**src/rtl/wiper_pkg.sv**
```systemverilog
package wiper_pkg;

  typedef enum logic [1:0] {
    PWR_WAIT   = 2'd0,
    PWR_SETTLE = 2'd1,
    PWR_READY  = 2'd2
  } pwrState_t;

  // strobes from control to datapath, all single-cycle
  typedef struct packed {
    logic forceDefaults;  // supply low: mid-scale wiper, access byte defaults
    logic recall;         // load wiper from retained start-up code
    logic wrWiper;        // write live wiper
    logic wrAccess;       // write access byte
    logic stageNv;        // capture retained write for later program
    logic stageIsMode;    // staged target is the mode byte
    logic commitNv;       // program cycle finished, update retained reg
  } wipStrobes_t;

  localparam logic [1:0] ADDR_CODE   = 2'd0;
  localparam logic [1:0] ADDR_MODE   = 2'd1;
  localparam logic [1:0] ADDR_ACCESS = 2'd2;

endpackage

```
**src/rtl/wiper_ctrl.sv**
```systemverilog
module wiper_ctrl
  import wiper_pkg::*;
#(
  parameter int RECALL_CYC  = 200000,
  parameter int NV_PROG_CYC = 2400000
) (
  input  logic        clk,
  input  logic        rstN,
  input  logic        supplyGood,
  input  logic        wrEn,
  input  logic [1:0]  wrAddr,
  input  logic        stopStb,
  input  logic        volSel,
  output wipStrobes_t strobes,
  output logic        powerBusy,
  output logic        wipFlag,
  output logic        wrRefused
);

  localparam int RC_W = $clog2(RECALL_CYC + 1);
  localparam int PC_W = $clog2(NV_PROG_CYC + 1);
  localparam logic [RC_W-1:0] RECALL_LAST = RC_W'(RECALL_CYC - 1);
  localparam logic [PC_W-1:0] PROG_LAST   = PC_W'(NV_PROG_CYC - 1);

  pwrState_t       pwrState;
  logic [RC_W-1:0] recallCnt;
  logic [PC_W-1:0] progCnt;
  logic            nvPend;
  logic            wipQ;
  logic            refusedQ;

  logic accept;
  logic refuse;
  logic startProg;

  always_comb begin
    accept    = wrEn && supplyGood && (pwrState == PWR_READY) && !wipQ;
    refuse    = wrEn && !accept;
    startProg = stopStb && nvPend && !wipQ && supplyGood && (pwrState == PWR_READY);

    strobes               = '0;
    strobes.forceDefaults = !supplyGood;
    strobes.recall        = supplyGood && (pwrState == PWR_WAIT);
    strobes.wrWiper       = accept && (wrAddr == ADDR_CODE);
    strobes.wrAccess      = accept && (wrAddr == ADDR_ACCESS);
    strobes.stageNv       = accept && (((wrAddr == ADDR_CODE) && !volSel) ||
                                       (wrAddr == ADDR_MODE));
    strobes.stageIsMode   = (wrAddr == ADDR_MODE);
    strobes.commitNv      = wipQ && supplyGood && (progCnt == PROG_LAST);
  end

  always_ff @(posedge clk or negedge rstN) begin
    if (!rstN) begin
      pwrState  <= PWR_WAIT;
      recallCnt <= '0;
      progCnt   <= '0;
      nvPend    <= 1'b0;
      wipQ      <= 1'b0;
      refusedQ  <= 1'b0;
    end else begin
      refusedQ <= refuse;
      if (!supplyGood) begin
        pwrState  <= PWR_WAIT;
        recallCnt <= '0;
        progCnt   <= '0;
        nvPend    <= 1'b0;
        wipQ      <= 1'b0;
      end else begin
        case (pwrState)
          PWR_WAIT: begin
            pwrState  <= PWR_SETTLE;
            recallCnt <= '0;
          end
          PWR_SETTLE: begin
            if (recallCnt == RECALL_LAST) pwrState <= PWR_READY;
            else recallCnt <= recallCnt + 1'b1;
          end
          default: pwrState <= PWR_READY;
        endcase

        if (strobes.stageNv) nvPend <= 1'b1;
        else if (startProg)  nvPend <= 1'b0;

        if (startProg) begin
          wipQ    <= 1'b1;
          progCnt <= '0;
        end else if (strobes.commitNv) begin
          wipQ <= 1'b0;
        end else if (wipQ) begin
          progCnt <= progCnt + 1'b1;
        end
      end
    end
  end

  assign powerBusy = (pwrState != PWR_READY);
  assign wipFlag   = wipQ;
  assign wrRefused = refusedQ;

endmodule

```
**src/rtl/wiper_dp.sv**
```systemverilog
module wiper_dp
  import wiper_pkg::*;
#(
  parameter int              CODE_W      = 7,
  parameter int              DATA_W      = 8,
  parameter logic [CODE_W-1:0] FORCE_CODE  = 7'h40,
  parameter logic [CODE_W-1:0] IVR_DEFAULT = 7'h40
) (
  input  logic              clk,
  input  logic              rstN,
  input  wipStrobes_t       strobes,
  input  logic [DATA_W-1:0] wrData,
  input  logic              wipFlag,
  input  logic [1:0]        rdAddr,
  output logic [DATA_W-1:0] rdData,
  output logic [CODE_W-1:0] wiperCode,
  output logic              volSel,
  output logic              runBit,
  output logic              dividerMode,
  output logic              precisionOff
);

  localparam int PAD_W  = DATA_W - CODE_W;
  localparam int ACC_LO = DATA_W - 3;
  localparam int MSB    = DATA_W - 1;

  logic [CODE_W-1:0] wiperQ;
  logic [CODE_W-1:0] startCodeQ;
  logic              modeDivQ;
  logic              modePrecOffQ;
  logic              volQ;
  logic              runQ;
  logic [DATA_W-1:0] stageData;
  logic              stageMode;

  // live registers
  always_ff @(posedge clk or negedge rstN) begin
    if (!rstN) begin
      wiperQ <= FORCE_CODE;
      volQ   <= 1'b0;
      runQ   <= 1'b1;
    end else if (strobes.forceDefaults) begin
      wiperQ <= FORCE_CODE;
      volQ   <= 1'b0;
      runQ   <= 1'b1;
    end else begin
      if (strobes.recall)       wiperQ <= startCodeQ;
      else if (strobes.wrWiper) wiperQ <= wrData[CODE_W-1:0];
      if (strobes.wrAccess) begin
        volQ <= wrData[MSB];
        runQ <= wrData[MSB-1];
      end
    end
  end

  // staging and retained registers
  always_ff @(posedge clk or negedge rstN) begin
    if (!rstN) begin
      stageData    <= '0;
      stageMode    <= 1'b0;
      startCodeQ   <= IVR_DEFAULT;
      modeDivQ     <= 1'b0;
      modePrecOffQ <= 1'b0;
    end else begin
      if (strobes.stageNv) begin
        stageData <= wrData;
        stageMode <= strobes.stageIsMode;
      end
      if (strobes.commitNv) begin
        if (stageMode) begin
          modeDivQ     <= stageData[MSB];
          modePrecOffQ <= stageData[MSB-1];
        end else begin
          startCodeQ <= stageData[CODE_W-1:0];
        end
      end
    end
  end

  always_comb begin
    case (rdAddr)
      ADDR_CODE:   rdData = volQ ? {{PAD_W{1'b0}}, wiperQ} : {{PAD_W{1'b0}}, startCodeQ};
      ADDR_MODE:   rdData = {modeDivQ, modePrecOffQ, {(DATA_W-2){1'b0}}};
      ADDR_ACCESS: rdData = {volQ, runQ, wipFlag, {ACC_LO{1'b0}}};
      default:     rdData = '0;
    endcase
  end

  assign wiperCode    = wiperQ;
  assign volSel       = volQ;
  assign runBit       = runQ;
  assign dividerMode  = modeDivQ;
  assign precisionOff = modePrecOffQ;

endmodule

```
**src/rtl/wiper_reg_bank.sv**
```systemverilog
module wiper_reg_bank
  import wiper_pkg::*;
#(
  parameter int                CODE_W      = 7,
  parameter int                DATA_W      = 8,
  parameter logic [CODE_W-1:0] FORCE_CODE  = 7'h40,
  parameter logic [CODE_W-1:0] IVR_DEFAULT = 7'h40,
  parameter int                RECALL_CYC  = 200000,
  parameter int                NV_PROG_CYC = 2400000
) (
  input  logic              clk,
  input  logic              rstN,
  input  logic              supplyGood,
  input  logic              wrEn,
  input  logic [1:0]        wrAddr,
  input  logic [DATA_W-1:0] wrData,
  input  logic              stopStb,
  input  logic [1:0]        rdAddr,
  output logic [DATA_W-1:0] rdData,
  output logic [CODE_W-1:0] wiperCode,
  output logic              shutdownOut,
  output logic              dividerMode,
  output logic              precisionOff,
  output logic              powerBusy,
  output logic              wrRefused
);

  wipStrobes_t strobes;
  logic        volSel;
  logic        runBit;
  logic        wipFlag;

  wiper_ctrl #(
    .RECALL_CYC (RECALL_CYC),
    .NV_PROG_CYC(NV_PROG_CYC)
  ) ctrl_i (
    .clk       (clk),
    .rstN      (rstN),
    .supplyGood(supplyGood),
    .wrEn      (wrEn),
    .wrAddr    (wrAddr),
    .stopStb   (stopStb),
    .volSel    (volSel),
    .strobes   (strobes),
    .powerBusy (powerBusy),
    .wipFlag   (wipFlag),
    .wrRefused (wrRefused)
  );

  wiper_dp #(
    .CODE_W     (CODE_W),
    .DATA_W     (DATA_W),
    .FORCE_CODE (FORCE_CODE),
    .IVR_DEFAULT(IVR_DEFAULT)
  ) dp_i (
    .clk         (clk),
    .rstN        (rstN),
    .strobes     (strobes),
    .wrData      (wrData),
    .wipFlag     (wipFlag),
    .rdAddr      (rdAddr),
    .rdData      (rdData),
    .wiperCode   (wiperCode),
    .volSel      (volSel),
    .runBit      (runBit),
    .dividerMode (dividerMode),
    .precisionOff(precisionOff)
  );

  assign shutdownOut = !runBit;

endmodule

```
**config.mk**
```make
export PLATFORM = sky130hd
export DESIGN_NAME = wiper_reg_bank
export DESIGN_NICKNAME = d
export VERILOG_FILES = /design/src/rtl/wiper_pkg.sv /design/src/rtl/wiper_ctrl.sv /design/src/rtl/wiper_dp.sv /design/src/rtl/wiper_reg_bank.sv
export SDC_FILE = /design/constraint.sdc
export NUM_CORES = 1
export LEC_CHECK = 0
export ABC_CLOCK_PERIOD_IN_PS = 2400
export BUFFER_PORTS_ARGS = -buffer_cell sky130_fd_sc_hd__buf_2
export CORE_MARGIN = 2
export CORE_UTILIZATION = 50
export CTS_BUF_LIST = sky130_fd_sc_hd__clkbuf_4
export CTS_CLUSTER_DIAMETER = 80
export CTS_CLUSTER_SIZE = 40
export DETAILED_ROUTE_END_ITERATION = 6
export GPL_ROUTABILITY_DRIVEN = 0
export GPL_TIMING_DRIVEN = 0
export MAX_ROUTING_LAYER = met4
export PLACE_DENSITY_LB_ADDON = 0.1
export SETUP_SLACK_MARGIN = 0.1
export SKIP_CTS_REPAIR_TIMING = 1
export SYNTH_ARGS = -nofsm -noshare
export SYNTH_HDL_FRONTEND = slang
export SYNTH_SLANG_ARGS = --single-unit
export TNS_END_PERCENT = 50
```
**constraint.sdc**
```tcl
create_clock -name clk -period 2.4 [get_ports clk]
set_clock_uncertainty 0.1 [all_clocks]
set_input_delay 0.12 -clock clk [delete_from_list [all_inputs] [get_ports clk]]
set_output_delay 0.12 -clock clk [all_outputs]
set_load 0.02 [all_outputs]
```
=== After elaboration in Yosys (flattened, before gate mapping) ===
Cells that the tools add are included.

* Add/sub/neg operators: 2
* Eq/ne operators: 18
* Muxes and demuxes: 25
* Bitwise operators: 1
* Reduce and logical (&&, ||, !) cells: 27

{| class="wikitable"
|+ Operators by type and width
! kind !! number
|-
| $mux 22 || 4
|-
| $mux 18 || 2
|-
| $pmux 18 s2 || 1
|-
| $mux 7 || 4
|-
| $pmux 8 s3 || 1
|-
| $add 22x1->22 const B || 1
|-
| $eq 22x22->1 const B || 1
|-
| $add 18x1->18 const B || 1
|-
| $eq 18x18->1 const B || 1
|-
| $logic_and 1x1->1 || 15
|-
| $ne 3x1->1 const B || 5
|-
| $mux 1 || 10
|-
| $reduce_and 2->1 || 4
|-
| $eq 2x1->1 const B || 3
|-
| $eq 2x2->1 const B || 3
|-
| $logic_not 2->1 || 3
|-
| $ne 3x3->1 const B || 2
|-
| $logic_not 1->1 || 4
|-
| $mux 2 || 2
|-
| $pmux 2 s2 || 1
|-
| $ne 3x2->1 const B || 1
|-
| $ne 2x1->1 const B || 1
|-
| $ne 2x2->1 const B || 1
|-
| $logic_or 1x1->1 || 1
|-
| $not 1->1 || 1
|}

* Bits in registers: 72
* Input bits: 17
* Output and inout bits: 20
* Word-level logic and storage cells: 87

=== Longest topological paths before layout ===
* Depth after elaboration: 7
* Depth in mapped cells: 8
* Mapped depth without buffers: 6

=== Hierarchy ===
From an unflattened synthesis, not the netlist that was laid out.

* Cells, all modules: 386
* Area total of the unflattened synthesis: 3,796.1 sq um

{| class="wikitable"
|+ Modules (own cells, without submodules)
! module !! times used !! cells an instance !! area an instance (sq um) !! seq. area each (sq um)
|-
| wiper_ctrl || 1 || 279 || 2,498.6 || 1,126.1
|-
| wiper_dp || 1 || 106 || 1,293.7 || 679.4
|-
| wiper_reg_bank || 1 || 1 || 3.8 || 0.0
|}

=== Worst setup path after synthesis ===
Ideal clock, no wire load.

* Path type: flip-flop to flip-flop
* From: register ctrl_i.pwrState[1]
* To: register dp_i.stageData[0]
* Library setup time: 0.125 ns
* Data arrival time: 1.783 ns
* Data required time: 2.175 ns
* Setup slack: 0.392 ns
* Cell stages (with the launch flop): 7
* Buffers on the path: 2
* Period minus slack after synthesis: 2.008 ns
* Path through: dfrtp_1 -> buf_4 -> nand2_2 -> or4b_4 -> a211o_1 -> buf_6 -> mux2_4

* Word-level cells in the longest chain between the ends: 4

{| class="wikitable"
|+ RTL lines
! what !! line !! RTL
|-
| start, declared || wiper_ctrl.sv:25 || <nowiki>pwrState_t pwrState;</nowiki>
|-
| start signal, assigned || wiper_ctrl.sv:54 || <nowiki>pwrState <= PWR_WAIT;</nowiki>
|-
| start signal, assigned || wiper_ctrl.sv:63 || <nowiki>pwrState <= PWR_WAIT;</nowiki>
|-
| start signal, assigned || wiper_ctrl.sv:71 || <nowiki>pwrState <= PWR_SETTLE;</nowiki>
|-
| $eq 2x2->1 || wiper_ctrl.sv:37 || <nowiki>accept = wrEn && supplyGood && (pwrState == PWR_READY) && !wipQ;</nowiki>
|-
| $logic_and 1x1->1 (2 in series) || wiper_ctrl.sv:37 ||
|-
| $logic_and 1x1->1 || wiper_ctrl.sv:46 || <nowiki>strobes.stageNv = accept && (((wrAddr == ADDR_CODE) && !volSel) ||</nowiki>
|-
| end signal, assigned || wiper_dp.sv:66 || <nowiki>stageData <= wrData;</nowiki>
|-
| end, declared || wiper_dp.sv:33 || <nowiki>logic [DATA_W-1:0] stageData;</nowiki>
|}

No other way between the ends.
A chain may end at the register's enable or synchronous reset.

=== Worst setup path after layout ===
* From: register ctrl_i.pwrState[1]
* To: register dp_i.stageData[3]

The elaborated chain is that of the path after synthesis.

==> impl_metrics.toml <==
[logic_synthesis]
synth_edf_count = 0
yosysSeqAreaShare = 0.4777
synth_fp_nets = 402
yosysWarnings = 0
syn-cell-area_um2 = 3780
avgSynthCellArea_um2 = 9.869
ys_ff_latch = 72
synthFlopType = "dfrtp_1"
async_flop_share = 1.000
synthCells = 383
yosysUniqueCellTypes = 58

[clock_network]
clkLatencyLatePin_ps = 420
cts_buffer_depth = 2
cts-root-buf = "clkbuf_4"
cts_buffers = 9
cts.clk_slew.worst_paths_ps = 120
htree_levels = 3
cts_tree = "done"
cts.sinks = 72

[setup_path]
cp_max_fo = 10
cp.required_ps = 2620
path_class = "register to register"
r2r-end = "dp_i.stageData[3]"
r2r-start = "ctrl_i.pwrState[1]"
reg2reg_depth = 6
worst_ep_arrival_time_ps = 2400
rrSetupSlack_ps = 220
start_kind = "register"
end_kind = "register"

[cells_and_area]
num_antenna_cells = 0
fin_util = 0.6108
fin_area_um2 = 4454
layout.nets = 469
synthToLayoutAreaGrowth_pct = 17.84
layout-drive-gt1-share = 0.2242
final_cell_mix = "69 x dfrtp_1, 38 x nor2_1, 35 x buf_2"
stdcell_count = 554
layout_commonest_cell = "dfrtp_1"

[routing]
wl_um = 8707
first_iter_violations = 182
via_count = 3100
wire_per_inst_um = 15.72
drc = 0
drt-pass1-iter-count = 5
postRouteAntennaNets = 0
viasPerCell = 5.596

[floorplan]
coreArea_um2 = 7292
start_util = 0.5184
io_pins = 37
die_h_um = 90.95
rows = 31
die_width_um = 90.95
die_area_um2 = 8271

[global_route]
track_usage = 0.2258
antenna_found_initial = 0
grt_max_degree = 39
grt_pass1_wl_um = 14630
grt-ovfl-total = 0
grt_pass1_vias = 2975

[timing]
period_share = 0.9094
finalSetupViolations = 0
layout_min_cycle_time_ps = 2182
hold_violations = 0
rsz0062_at_grt = "yes"
slew_headroom = 0.4029
tightest_slew_ps = 893.7
fmax_mhz = 458.2
slew_violations = 0

[place]
place_hpwl_um = 5972
io_buffers = 34
dp_cells = 517
post_dp_cell_area_um2 = 4096

[min_path]
min_from = "supplyGood"
min_to = "ctrl_i.wipFlag"
hold_path_class = "input port to register"
hold_depth = 4

[outcome]
status = "complete, no violations"

[power]
power.leakage_nw = 1.927
powerDensity_nw_per_um2 = 508.4
ir_worst_vdd_uv = 283.3

[job]
max-cap-violations = 0
[cell usage after synthesis (2+ instances only)]
cell type | instances | area (um^2)
ha_1 | 2 | 25.02
o31ai_1 | 2 | 15.01
mux2i_1 | 9 | 90.09
mux2_4 | 7 | 105.1
o21ai_0 | 26 | 130.1
a22oi_1 | 6 | 45.04
buf_4 | 3 | 22.52
nand2_1 | 30 | 112.6
o211ai_1 | 5 | 37.54
nor4b_1 | 2 | 17.52
and4_1 | 4 | 35.03
nor3_1 | 7 | 35.03
xnor2_1 | 2 | 17.52
o311ai_0 | 2 | 17.52
xor2_1 | 10 | 87.58
or3b_2 | 2 | 17.52
a21boi_0 | 2 | 15.01
nor4_1 | 2 | 12.51
inv_1 | 8 | 30.03
o21a_1 | 2 | 15.01
dfstp_2 | 3 | 78.83
mux2_2 | 12 | 135.1
nand3_1 | 18 | 90.09
nor3b_1 | 2 | 15.01
and3_1 | 2 | 12.51
o22ai_1 | 2 | 12.51
o31a_1 | 2 | 17.52
o2111ai_1 | 3 | 26.28
nor2_1 | 38 | 142.6
or3_1 | 11 | 68.82
a21oi_1 | 25 | 125.1
dfrtp_1 | 69 | 1727
a31oi_1 | 4 | 25.02
clkbuf_1 | 11 | 41.29
buf_2 | 2 | 10.01
nand4_1 | 12 | 75.07
and2_1 | 6 | 37.54
or4_1 | 3 | 22.52
nand2b_1 | 4 | 25.02
nor2b_1 | 3 | 18.77
[flip-flops by register name, summed over array words and instances (netlist names)]
| name | flops |
|---|---|
| ctrl_i.recallCnt | 18 |
| ctrl_i.progCnt | 22 |
| dp_i.stageData | 8 |
| ctrl_i.wipFlag | 1 |
| ctrl_i.pwrState | 2 |
| dp_i.stageMode | 1 |
| dp_i.wiperCode | 7 |
| dp_i.startCodeQ | 7 |
| dp_i.precisionOff | 1 |
| ctrl_i.nvPend | 1 |
| dp_i.volSel | 1 |
| dp_i.runBit | 1 |
| ctrl_i.wrRefused | 1 |
| dp_i.dividerMode | 1 |
[layout make-up]
type,instances,area (um^2)
Buffer,16,81.33
Clock buffer,10,75.07
Clock inverter,6,60.06
Fill cell,680,2838
Inverter,8,30.03
Multi-Input combinational cell,286,1888
Sequential cell,72,1805
Tap cell,99,123.9
Timing Repair Buffer,57,390.4
[worst max path at each step]
stage	startpoint	endpoint	cells after the start
floorplan	ctrl_i.pwrState[1]	dp_i.stageData[0]	6
global placement	ctrl_i.progCnt[13]	dp_i.startCodeQ[4]	4
detailed placement	ctrl_i.progCnt[13]	dp_i.startCodeQ[1]	4
CTS	ctrl_i.progCnt[16]	ctrl_i.progCnt[1]	7
global route	ctrl_i.recallCnt[9]	ctrl_i.recallCnt[15]	6
finish	ctrl_i.pwrState[1]	dp_i.stageData[3]	6
[cells by family (layout without fill, tap and decap cells)]
family	Yosys count	count (layout)	synth area share
and+or+nand+nor	155	155	0.2224
xor gates and xnor gates	12	12	0.02781
AOI/OAI and AO/OA	89	89	0.1476
adders and majority gates	2	2	0.006619
muxes	28	28	0.08739
buffers and inverters	25	97	0.03045
DFF	72	72	0.4777
[critical path: stages (launching register included)]
cell and delay (ps):
dfrtp_1 350, buf_4 160, nand2_2 100, or4b_4 560, a211o_1 340, buf_6 170
mux2_4 300
[stage by stage]
stage                     hold slack, ps  setup WS, ps  total power, mW  setup TNS (ps)
after floorplan                   -275.6         391.7            1.399               0
after CTS                         -464.3        -10.84            2.274          -14.66
after global placement             271.1         15.68            1.489               0
after detailed placement           8.948         6.988            1.498               0
final                              60.07         217.5            2.264               0
after global routing               69.89         73.53            2.367               0
[where the power goes]
part | leakage (nW) | switching [mW] | internal [mW]
sequential | 0.984 | 0.0249 | 1.24
clock | 0.0742 | 0.448 | 0.326
combinational | 0.869 | 0.144 | 0.0809
total | 1.93 | 0.616 | 1.65
[metal layers]
layer,global-route usage,part of all wire,up-vias
li1,-,-,1531
met1,0.2985,0.48,1497
met2,0.3519,0.47,67
met3,0.06058,0.044,5
met4,0.05051,0.0072,0
met5,-,0,-
No activity file was read; power rests on OpenSTA's default activity.
